==> config.mk <==
export PLATFORM = sky130hd
export DESIGN_NAME = rsc_core
export DESIGN_NICKNAME = d
export VERILOG_FILES = /design/src/rtl/rsc_pkg.sv /design/src/rtl/rsc_decode.sv /design/src/rtl/rsc_alu.sv /design/src/rtl/rsc_regfile.sv /design/src/rtl/rsc_core.sv
export SDC_FILE = /design/constraint.sdc
export NUM_CORES = 1
export LEC_CHECK = 0
export BUFFER_PORTS_ARGS = -buffer_cell sky130_fd_sc_hd__buf_2
export CORE_UTILIZATION = 23
export DETAILED_ROUTE_END_ITERATION = 16
export PLACE_DENSITY = 0.38
export RECOVER_POWER = 25
export SETUP_SLACK_MARGIN = 0.15
export SLEW_MARGIN = 15
export SYNTH_ARGS = -nofsm -noshare
export SYNTH_HDL_FRONTEND = slang
export SYNTH_SLANG_ARGS = --single-unit
==> constraint.sdc <==
create_clock -name clk -period 6.4 [get_ports clk]
set_input_delay 0.96 -clock clk [delete_from_list [all_inputs] [get_ports clk]]
set_output_delay 0.96 -clock clk [all_outputs]
set_load 0.05 [all_outputs]
==> src/rtl/rsc_pkg.sv <==
package rsc_pkg;

  localparam int DATA_W = 16;
  localparam int INSN_W = 16;
  localparam int REG_N  = 8;
  localparam int REG_AW = $clog2(REG_N);
  localparam int OPC_W  = 4;
  localparam int IMM_W  = 6;
  localparam int OFF_W  = 9;

  // opcode values; 13..15 are unassigned and decode as no-ops
  localparam logic [OPC_W-1:0] OPC_NOP  = 4'd0;
  localparam logic [OPC_W-1:0] OPC_ADD  = 4'd1;
  localparam logic [OPC_W-1:0] OPC_SUB  = 4'd2;
  localparam logic [OPC_W-1:0] OPC_AND  = 4'd3;
  localparam logic [OPC_W-1:0] OPC_OR   = 4'd4;
  localparam logic [OPC_W-1:0] OPC_XOR  = 4'd5;
  localparam logic [OPC_W-1:0] OPC_SLT  = 4'd6;
  localparam logic [OPC_W-1:0] OPC_ADDI = 4'd7;
  localparam logic [OPC_W-1:0] OPC_LD   = 4'd8;
  localparam logic [OPC_W-1:0] OPC_ST   = 4'd9;
  localparam logic [OPC_W-1:0] OPC_BZ   = 4'd10;
  localparam logic [OPC_W-1:0] OPC_BNZ  = 4'd11;
  localparam logic [OPC_W-1:0] OPC_BR   = 4'd12;

  typedef enum logic [2:0] {
    ALU_ADD,
    ALU_SUB,
    ALU_AND,
    ALU_OR,
    ALU_XOR,
    ALU_SLT
  } alu_e;

  // decoded control for the operate stage
  typedef struct packed {
    alu_e                alu;
    logic                use_imm;
    logic                wb;
    logic                ld;
    logic                st;
    logic                bz;
    logic                bnz;
    logic                br;
    logic [REG_AW-1:0]   rd;
    logic [REG_AW-1:0]   rs;
    logic [REG_AW-1:0]   rt;
    logic [DATA_W-1:0]   imm;
    logic [OFF_W-1:0]    off;
  } dec_t;

  // commit-stage pipeline register contents
  typedef struct packed {
    logic                wb;
    logic                ld;
    logic                st;
    logic [REG_AW-1:0]   rd;
    logic [DATA_W-1:0]   val;
    logic [DATA_W-1:0]   sdata;
  } cmt_t;

endpackage

==> src/rtl/rsc_decode.sv <==
module rsc_decode
  import rsc_pkg::*;
(
  input  logic [INSN_W-1:0] ir,
  output dec_t              dec
);

  logic [OPC_W-1:0] opc;

  assign opc = ir[15:12];

  always_comb begin
    dec         = '0;
    dec.rd      = ir[11:9];
    dec.rs      = ir[8:6];
    dec.rt      = ir[5:3];
    dec.imm     = {{(DATA_W-IMM_W){ir[IMM_W-1]}}, ir[IMM_W-1:0]};
    dec.off     = ir[OFF_W-1:0];
    case (opc)
      OPC_ADD:  begin dec.alu = ALU_ADD; dec.wb = 1'b1; end
      OPC_SUB:  begin dec.alu = ALU_SUB; dec.wb = 1'b1; end
      OPC_AND:  begin dec.alu = ALU_AND; dec.wb = 1'b1; end
      OPC_OR:   begin dec.alu = ALU_OR;  dec.wb = 1'b1; end
      OPC_XOR:  begin dec.alu = ALU_XOR; dec.wb = 1'b1; end
      OPC_SLT:  begin dec.alu = ALU_SLT; dec.wb = 1'b1; end
      OPC_ADDI: begin dec.alu = ALU_ADD; dec.use_imm = 1'b1; dec.wb = 1'b1; end
      OPC_LD:   begin dec.alu = ALU_ADD; dec.use_imm = 1'b1; dec.ld = 1'b1; end
      OPC_ST:   begin dec.alu = ALU_ADD; dec.use_imm = 1'b1; dec.st = 1'b1; end
      OPC_BZ:   dec.bz  = 1'b1;
      OPC_BNZ:  dec.bnz = 1'b1;
      OPC_BR:   dec.br  = 1'b1;
      default:  ;
    endcase
  end

endmodule

==> src/rtl/rsc_alu.sv <==
module rsc_alu
  import rsc_pkg::*;
#(
  parameter int DW = 16
) (
  input  alu_e          op,
  input  logic [DW-1:0] a,
  input  logic [DW-1:0] b,
  output logic [DW-1:0] y
);

  logic lt;

  assign lt = $signed(a) < $signed(b);

  always_comb begin
    case (op)
      ALU_ADD: y = a + b;
      ALU_SUB: y = a - b;
      ALU_AND: y = a & b;
      ALU_OR:  y = a | b;
      ALU_XOR: y = a ^ b;
      ALU_SLT: y = {{(DW-1){1'b0}}, lt};
      default: y = '0;
    endcase
  end

endmodule

==> src/rtl/rsc_regfile.sv <==
module rsc_regfile #(
  parameter int N  = 8,
  parameter int DW = 16
) (
  input  logic                 clk,
  input  logic                 rst_n,
  input  logic                 we,
  input  logic [$clog2(N)-1:0] wa,
  input  logic [DW-1:0]        wd,
  input  logic [$clog2(N)-1:0] ra_a,
  input  logic [$clog2(N)-1:0] ra_b,
  input  logic [$clog2(N)-1:0] ra_c,
  output logic [DW-1:0]        rd_a,
  output logic [DW-1:0]        rd_b,
  output logic [DW-1:0]        rd_c
);

  localparam int AW = $clog2(N);

  logic [N*DW-1:0] flat;

  // entry 0 is hard-wired to zero and has no storage
  assign flat[DW-1:0] = '0;

  for (genvar g = 1; g < N; g++) begin : g_reg
    logic [DW-1:0] q;
    logic          en;

    assign en = we && (wa == AW'(g));

    always_ff @(posedge clk or negedge rst_n) begin
      if (!rst_n) begin
        q <= '0;
      end else if (en) begin
        q <= wd;
      end
    end

    assign flat[g*DW +: DW] = q;
  end

  // plain array reads: a write in the same cycle is not forwarded
  assign rd_a = flat[ra_a*DW +: DW];
  assign rd_b = flat[ra_b*DW +: DW];
  assign rd_c = flat[ra_c*DW +: DW];

endmodule

==> src/rtl/rsc_core.sv <==
module rsc_core
  import rsc_pkg::*;
#(
  parameter int PC_W = 16
) (
  input  logic              clk,
  input  logic              rst_n,
  output logic [PC_W-1:0]   imem_addr,
  input  logic [INSN_W-1:0] imem_rdata,
  output logic [DATA_W-1:0] dmem_addr,
  output logic [DATA_W-1:0] dmem_wdata,
  output logic              dmem_we,
  input  logic [DATA_W-1:0] dmem_rdata
);

  // ---------------- fetch stage state ----------------
  logic [PC_W-1:0]   pc_q, pc_d;

  // ---------------- operate stage state --------------
  logic [INSN_W-1:0] ir_a_q, ir_a_d;
  logic [PC_W-1:0]   pc_a_q, pc_a_d;

  // ---------------- commit stage state ---------------
  cmt_t              cm_q, cm_d;
  logic              e_redir, redir_d;
  logic [PC_W-1:0]   e_target, target_d;

  // ---------------- operate stage datapath -----------
  dec_t              dec;
  logic [DATA_W-1:0] rs_val, rt_val, rd_val;
  logic [DATA_W-1:0] alu_b, alu_y;
  logic [REG_AW-1:0] rs_idx;
  logic [OPC_W-1:0]  a_op;
  logic [PC_W-1:0]   off_pc;
  logic              rd_zero;
  logic              take;

  // ---------------- commit stage datapath ------------
  logic              rf_we;
  logic [DATA_W-1:0] rf_wd;

  rsc_decode u_dec (
    .ir  (ir_a_q),
    .dec (dec)
  );

  assign rs_idx = dec.rs;
  assign a_op   = ir_a_q[15:12];

  rsc_regfile #(
    .N  (REG_N),
    .DW (DATA_W)
  ) u_rf (
    .clk   (clk),
    .rst_n (rst_n),
    .we    (rf_we),
    .wa    (cm_q.rd),
    .wd    (rf_wd),
    .ra_a  (rs_idx),
    .ra_b  (dec.rt),
    .ra_c  (dec.rd),
    .rd_a  (rs_val),
    .rd_b  (rt_val),
    .rd_c  (rd_val)
  );

  assign alu_b = dec.use_imm ? dec.imm : rt_val;

  rsc_alu #(
    .DW (DATA_W)
  ) u_alu (
    .op (dec.alu),
    .a  (rs_val),
    .b  (alu_b),
    .y  (alu_y)
  );

  // branch target relative to the branch's own address
  assign off_pc  = {{(PC_W-OFF_W){dec.off[OFF_W-1]}}, dec.off};
  assign rd_zero = (rd_val == '0);
  assign take    = dec.br | (dec.bz & rd_zero) | (dec.bnz & ~rd_zero);

  // ---------------- next-state logic -----------------
  always_comb begin
    // fetch: redirect from the commit stage, else sequential
    pc_d      = e_redir ? e_target : pc_q + PC_W'(1);

    // operate stage captures the fetched word and its address
    ir_a_d    = imem_rdata;
    pc_a_d    = pc_q;

    // commit stage captures the operate stage's work
    cm_d.wb    = dec.wb;
    cm_d.ld    = dec.ld;
    cm_d.st    = dec.st;
    cm_d.rd    = dec.rd;
    cm_d.val   = alu_y;
    cm_d.sdata = rd_val;
    redir_d    = take;
    target_d   = pc_a_q + off_pc;
  end

  // ---------------- registers ------------------------
  always_ff @(posedge clk or negedge rst_n) begin
    if (!rst_n) begin
      pc_q     <= '0;
      ir_a_q   <= '0;
      pc_a_q   <= '0;
      cm_q     <= '0;
      e_redir  <= 1'b0;
      e_target <= '0;
    end else begin
      pc_q     <= pc_d;
      ir_a_q   <= ir_a_d;
      pc_a_q   <= pc_a_d;
      cm_q     <= cm_d;
      e_redir  <= redir_d;
      e_target <= target_d;
    end
  end

  // ---------------- commit stage outputs -------------
  assign rf_we      = cm_q.wb | cm_q.ld;
  assign rf_wd      = cm_q.ld ? dmem_rdata : cm_q.val;

  assign imem_addr  = pc_q;
  assign dmem_addr  = cm_q.val;
  assign dmem_wdata = cm_q.sdata;
  assign dmem_we    = cm_q.st;

endmodule

==> results.py <==
metrics = {
    "status": {
        "status": "finished clean",
    },
    "timing": {
        "whs_ps": 391,
        "maxSlewHeadroom_pct": 6.09,
        "hold_violations": 0,
        "finalCritPeriodShare_pct": 71.2,
        "drv_slew": 0,
        "fin_setup_tns_ps": 0,
        "max_freq_ghz": 0.220,
        "setup_viol": 0,
        "worst_slew_pin_slew_ps": 1410,
        "final.setup_skew_ps": 14.1,
        "finalCriticalPeriod_ps": 4550,
        "rsz0062_at_grt": "false",
    },
    "layout": {
        "final_common_cell": "dfrtp_1",
        "nets": 1531,
        "drive_gt1_share_pct": 18.1,
        "fin_area_sq_mm": 0.0155,
        "area_delta_synth_final_pct": 13.8,
        "final_cell_mix": "dfrtp_1, nor2_1, a21oi_1",
        "antenna-diode-count": 0,
    },
    "route": {
        "drt-initial-drc-count": 743,
        "vias": 10700,
        "drcViolationCount": 0,
        "via_per_inst": 4.84,
        "wirelength_microns": 47300,
        "avgRoutedWirePerCell_microns": 21.4,
        "antenna_left": 0,
        "dr.pass1.iters": 5,
    },
    "clock_tree": {
        "cts_resized": 0,
        "cts_tree": "done",
        "post_cts_buffers": 0,
        "path_clk_slew_ps": 60,
        "cts_sinks": 215,
        "cts_buffer_depth": 3,
        "cts.hold.buffers_added": 0,
        "cts-root-buf": "clkbuf_16",
        "clk_latency_ps": 560,
        "htree_num_levels": 1,
        "cts-buffers-inserted": 27,
    },
    "yosys": {
        "synth_area_leaders": "dfrtp_1, mux4_2, ha_1",
        "syn_avg_cell_area_sq_um": 9.60,
        "ys_seq_area_share_pct": 39.6,
        "synth.distinct_cells": 69,
        "syn-num-nets": 1522,
        "synth_edf_count": 0,
        "syn_inst": 1417,
        "synth_top_area_cell": "dfrtp_1",
        "syn_area_sq_mm": 0.0136,
        "synth-seq-cells": 215,
        "async_flop_share_pct": 100,
        "synth_top_cell_area_share_pct": 39.6,
        "synth_top_flop_cell": "dfrtp_1",
        "yosysWarnings": 0,
    },
    "die": {
        "row_count": 88,
        "fp.dieH_microns": 245,
        "dieArea_sq_mm": 0.0601,
        "die_x_microns": 245,
        "num_io_pins": 83,
        "core_sq_mm": 0.0580,
        "start_util_pct": 23.4,
    },
    "setup_path": {
        "critPathCaptureType": "flop",
        "crit_type": "reg2reg",
        "start_kind": "flop",
        "critPathRequiredTime_ps": 6860,
        "critPathArrivalTime_ps": 5020,
        "worstPathMaxFanout": 20,
    },
    "placed_design": {
        "gp_congestion": 0.838,
        "portBuffers": 82,
        "hpwl_microns": 33400,
        "dpl_cell_area_sq_mm": 0.0146,
    },
    "worst_hold_path": {
        "hold_class": "in2async",
    },
    "global_route": {
        "antenna_found_initial": 0,
        "grt_pass1_wl_microns": 71900,
        "grtUsageTotal_pct": 15.8,
        "gr-total-overflow": 0,
        "grt_max_degree": 130,
        "grt_pass1_vias": 10700,
    },
    "power_and_ir_drop": {
        "pwr_density_cell_mw_per_mm2": 485,
        "power_leakage_nw": 6.45,
        "peakVddDrop_v": 0.000279,
    },
    "job": {
        "drv_cap": 0,
    },
}
[report_power, final]
group / leakage [nW] / internal (mW) / switching, mW
clock: 0.452 / 0.966 / 0.664
sequential: 2.46 / 1.89 / 0.543
combinational: 3.53 / 1.31 / 2.14
total: 6.45 / 4.16 / 3.34
[path summary, 6_finish.rpt]
check / from / to / slack (ps) / cells past startpoint
setup / recovery: ir_a_q[3]$_DFF_PN0_ / dmem_addr[0]$_DFF_PN0_ / 1850 / 13
hold / removal: rst_n / pc_a_q[13]$_DFF_PN0_ / 390 / 1
setup reg to reg: ir_a_q[3]$_DFF_PN0_ / dmem_addr[0]$_DFF_PN0_ / 1850 / 13
hold reg to reg: imem_addr[15]$_DFF_PN0_ / pc_a_q[15]$_DFF_PN0_ / 430 / 0
max in group asynchronous: rst_n / dmem_addr[15]$_DFF_PN0_ / 4800 / 2
min in group clk: imem_addr[15]$_DFF_PN0_ / pc_a_q[15]$_DFF_PN0_ / 430 / 0
[worst max-delay path, stage by stage (launching register included)]
cell and delay (ps):
dfrtp_2 770, buf_4 420, mux4_2 540, a21oi_1 310, nor2_1 70, a21o_1 200
ha_1 430, nand2b_1 140, a21oi_1 130, a2111oi_2 690, a211o_1 230, a21o_1 150
nor2_1 60, o311ai_1 270
[Yosys cell counts, types with 5 or more instances]
| master | n |
|---|---|
| ha_1 | 68 |
| a21oi_1 | 138 |
| nand2b_1 | 17 |
| o22ai_1 | 6 |
| inv_2 | 11 |
| xor2_1 | 12 |
| mux2i_1 | 20 |
| nand3_1 | 20 |
| nor2_1 | 196 |
| a31oi_1 | 5 |
| inv_1 | 41 |
| buf_6 | 6 |
| mux2_2 | 39 |
| nor3_1 | 16 |
| a22oi_1 | 27 |
| a211oi_1 | 9 |
| a21o_1 | 23 |
| dfrtp_1 | 215 |
| or3_1 | 8 |
| o21a_1 | 6 |
| xnor2_1 | 15 |
| buf_2 | 9 |
| nor4_1 | 8 |
| mux4_2 | 48 |
| clkbuf_1 | 75 |
| nand2_1 | 100 |
| buf_4 | 32 |
| o211ai_1 | 7 |
| mux2_1 | 33 |
| a22o_1 | 22 |
| nor2b_1 | 9 |
| o21ai_0 | 25 |
| o21ai_1 | 72 |
| nand4_1 | 8 |
[logic make-up after synthesis]
family / count (synthesis) / synth area share [%]
fa+ha+maj: 71 / 6.70
buf+inv: 176 / 6.15
compound gates: 385 / 17.5
xor+xnor: 27 / 1.74
simple gates: 403 / 12.9
flops: 215 / 39.6
mux: 140 / 15.4
[per-layer routing]
layer / vias to the layer above / track usage (%) / wire length, microns
met5: - / 0 / 0
met1: 5360 / 21.3 / 21800
met3: 46 / 1.62 / 1550
li1: 5063 / - / -
met2: 232 / 27.1 / 23100
met4: 0 / 3.33 / 850
[state kept, by name, indices dropped and copies added (netlist names)]
| name | cells |
|---|---|
| u_rf.g.q | 112 |
| dmem_addr | 16 |
| dmem_wdata | 16 |
| e_target | 16 |
| imem_addr | 16 |
| ir_a_q | 16 |
| pc_a_q | 16 |
| cm_q | 5 |
| dmem_we | 1 |
| e_redir | 1 |
[layout make-up]
type                       instances  area, sq um
clock buffer                      36          769
clock inverter                    13          158
fill                            6194        42600
inverter                          52          195
multi-input combinational       1026         7420
sequential                       215         5390
tap                              765          957
timing repair buffer             104          588
[metrics by stage]
| step | power [mW] | worst slack [ps] | util (%) | cells |
|---|---|---|---|---|
| after floorplan | 4.93 | 2580 | - | 1417 |
| after global placement | 5.90 | 1830 | 25.1 | 2162 |
| after detailed placement | 5.91 | 1840 | 25.1 | 2162 |
| after CTS | 7.60 | 1820 | 26.7 | 2211 |
| after global routing | 8.02 | 1520 | 26.7 | 2211 |
| final | 7.50 | 1850 | 26.7 | 2211 |
(Power assumes the default switching activity.)
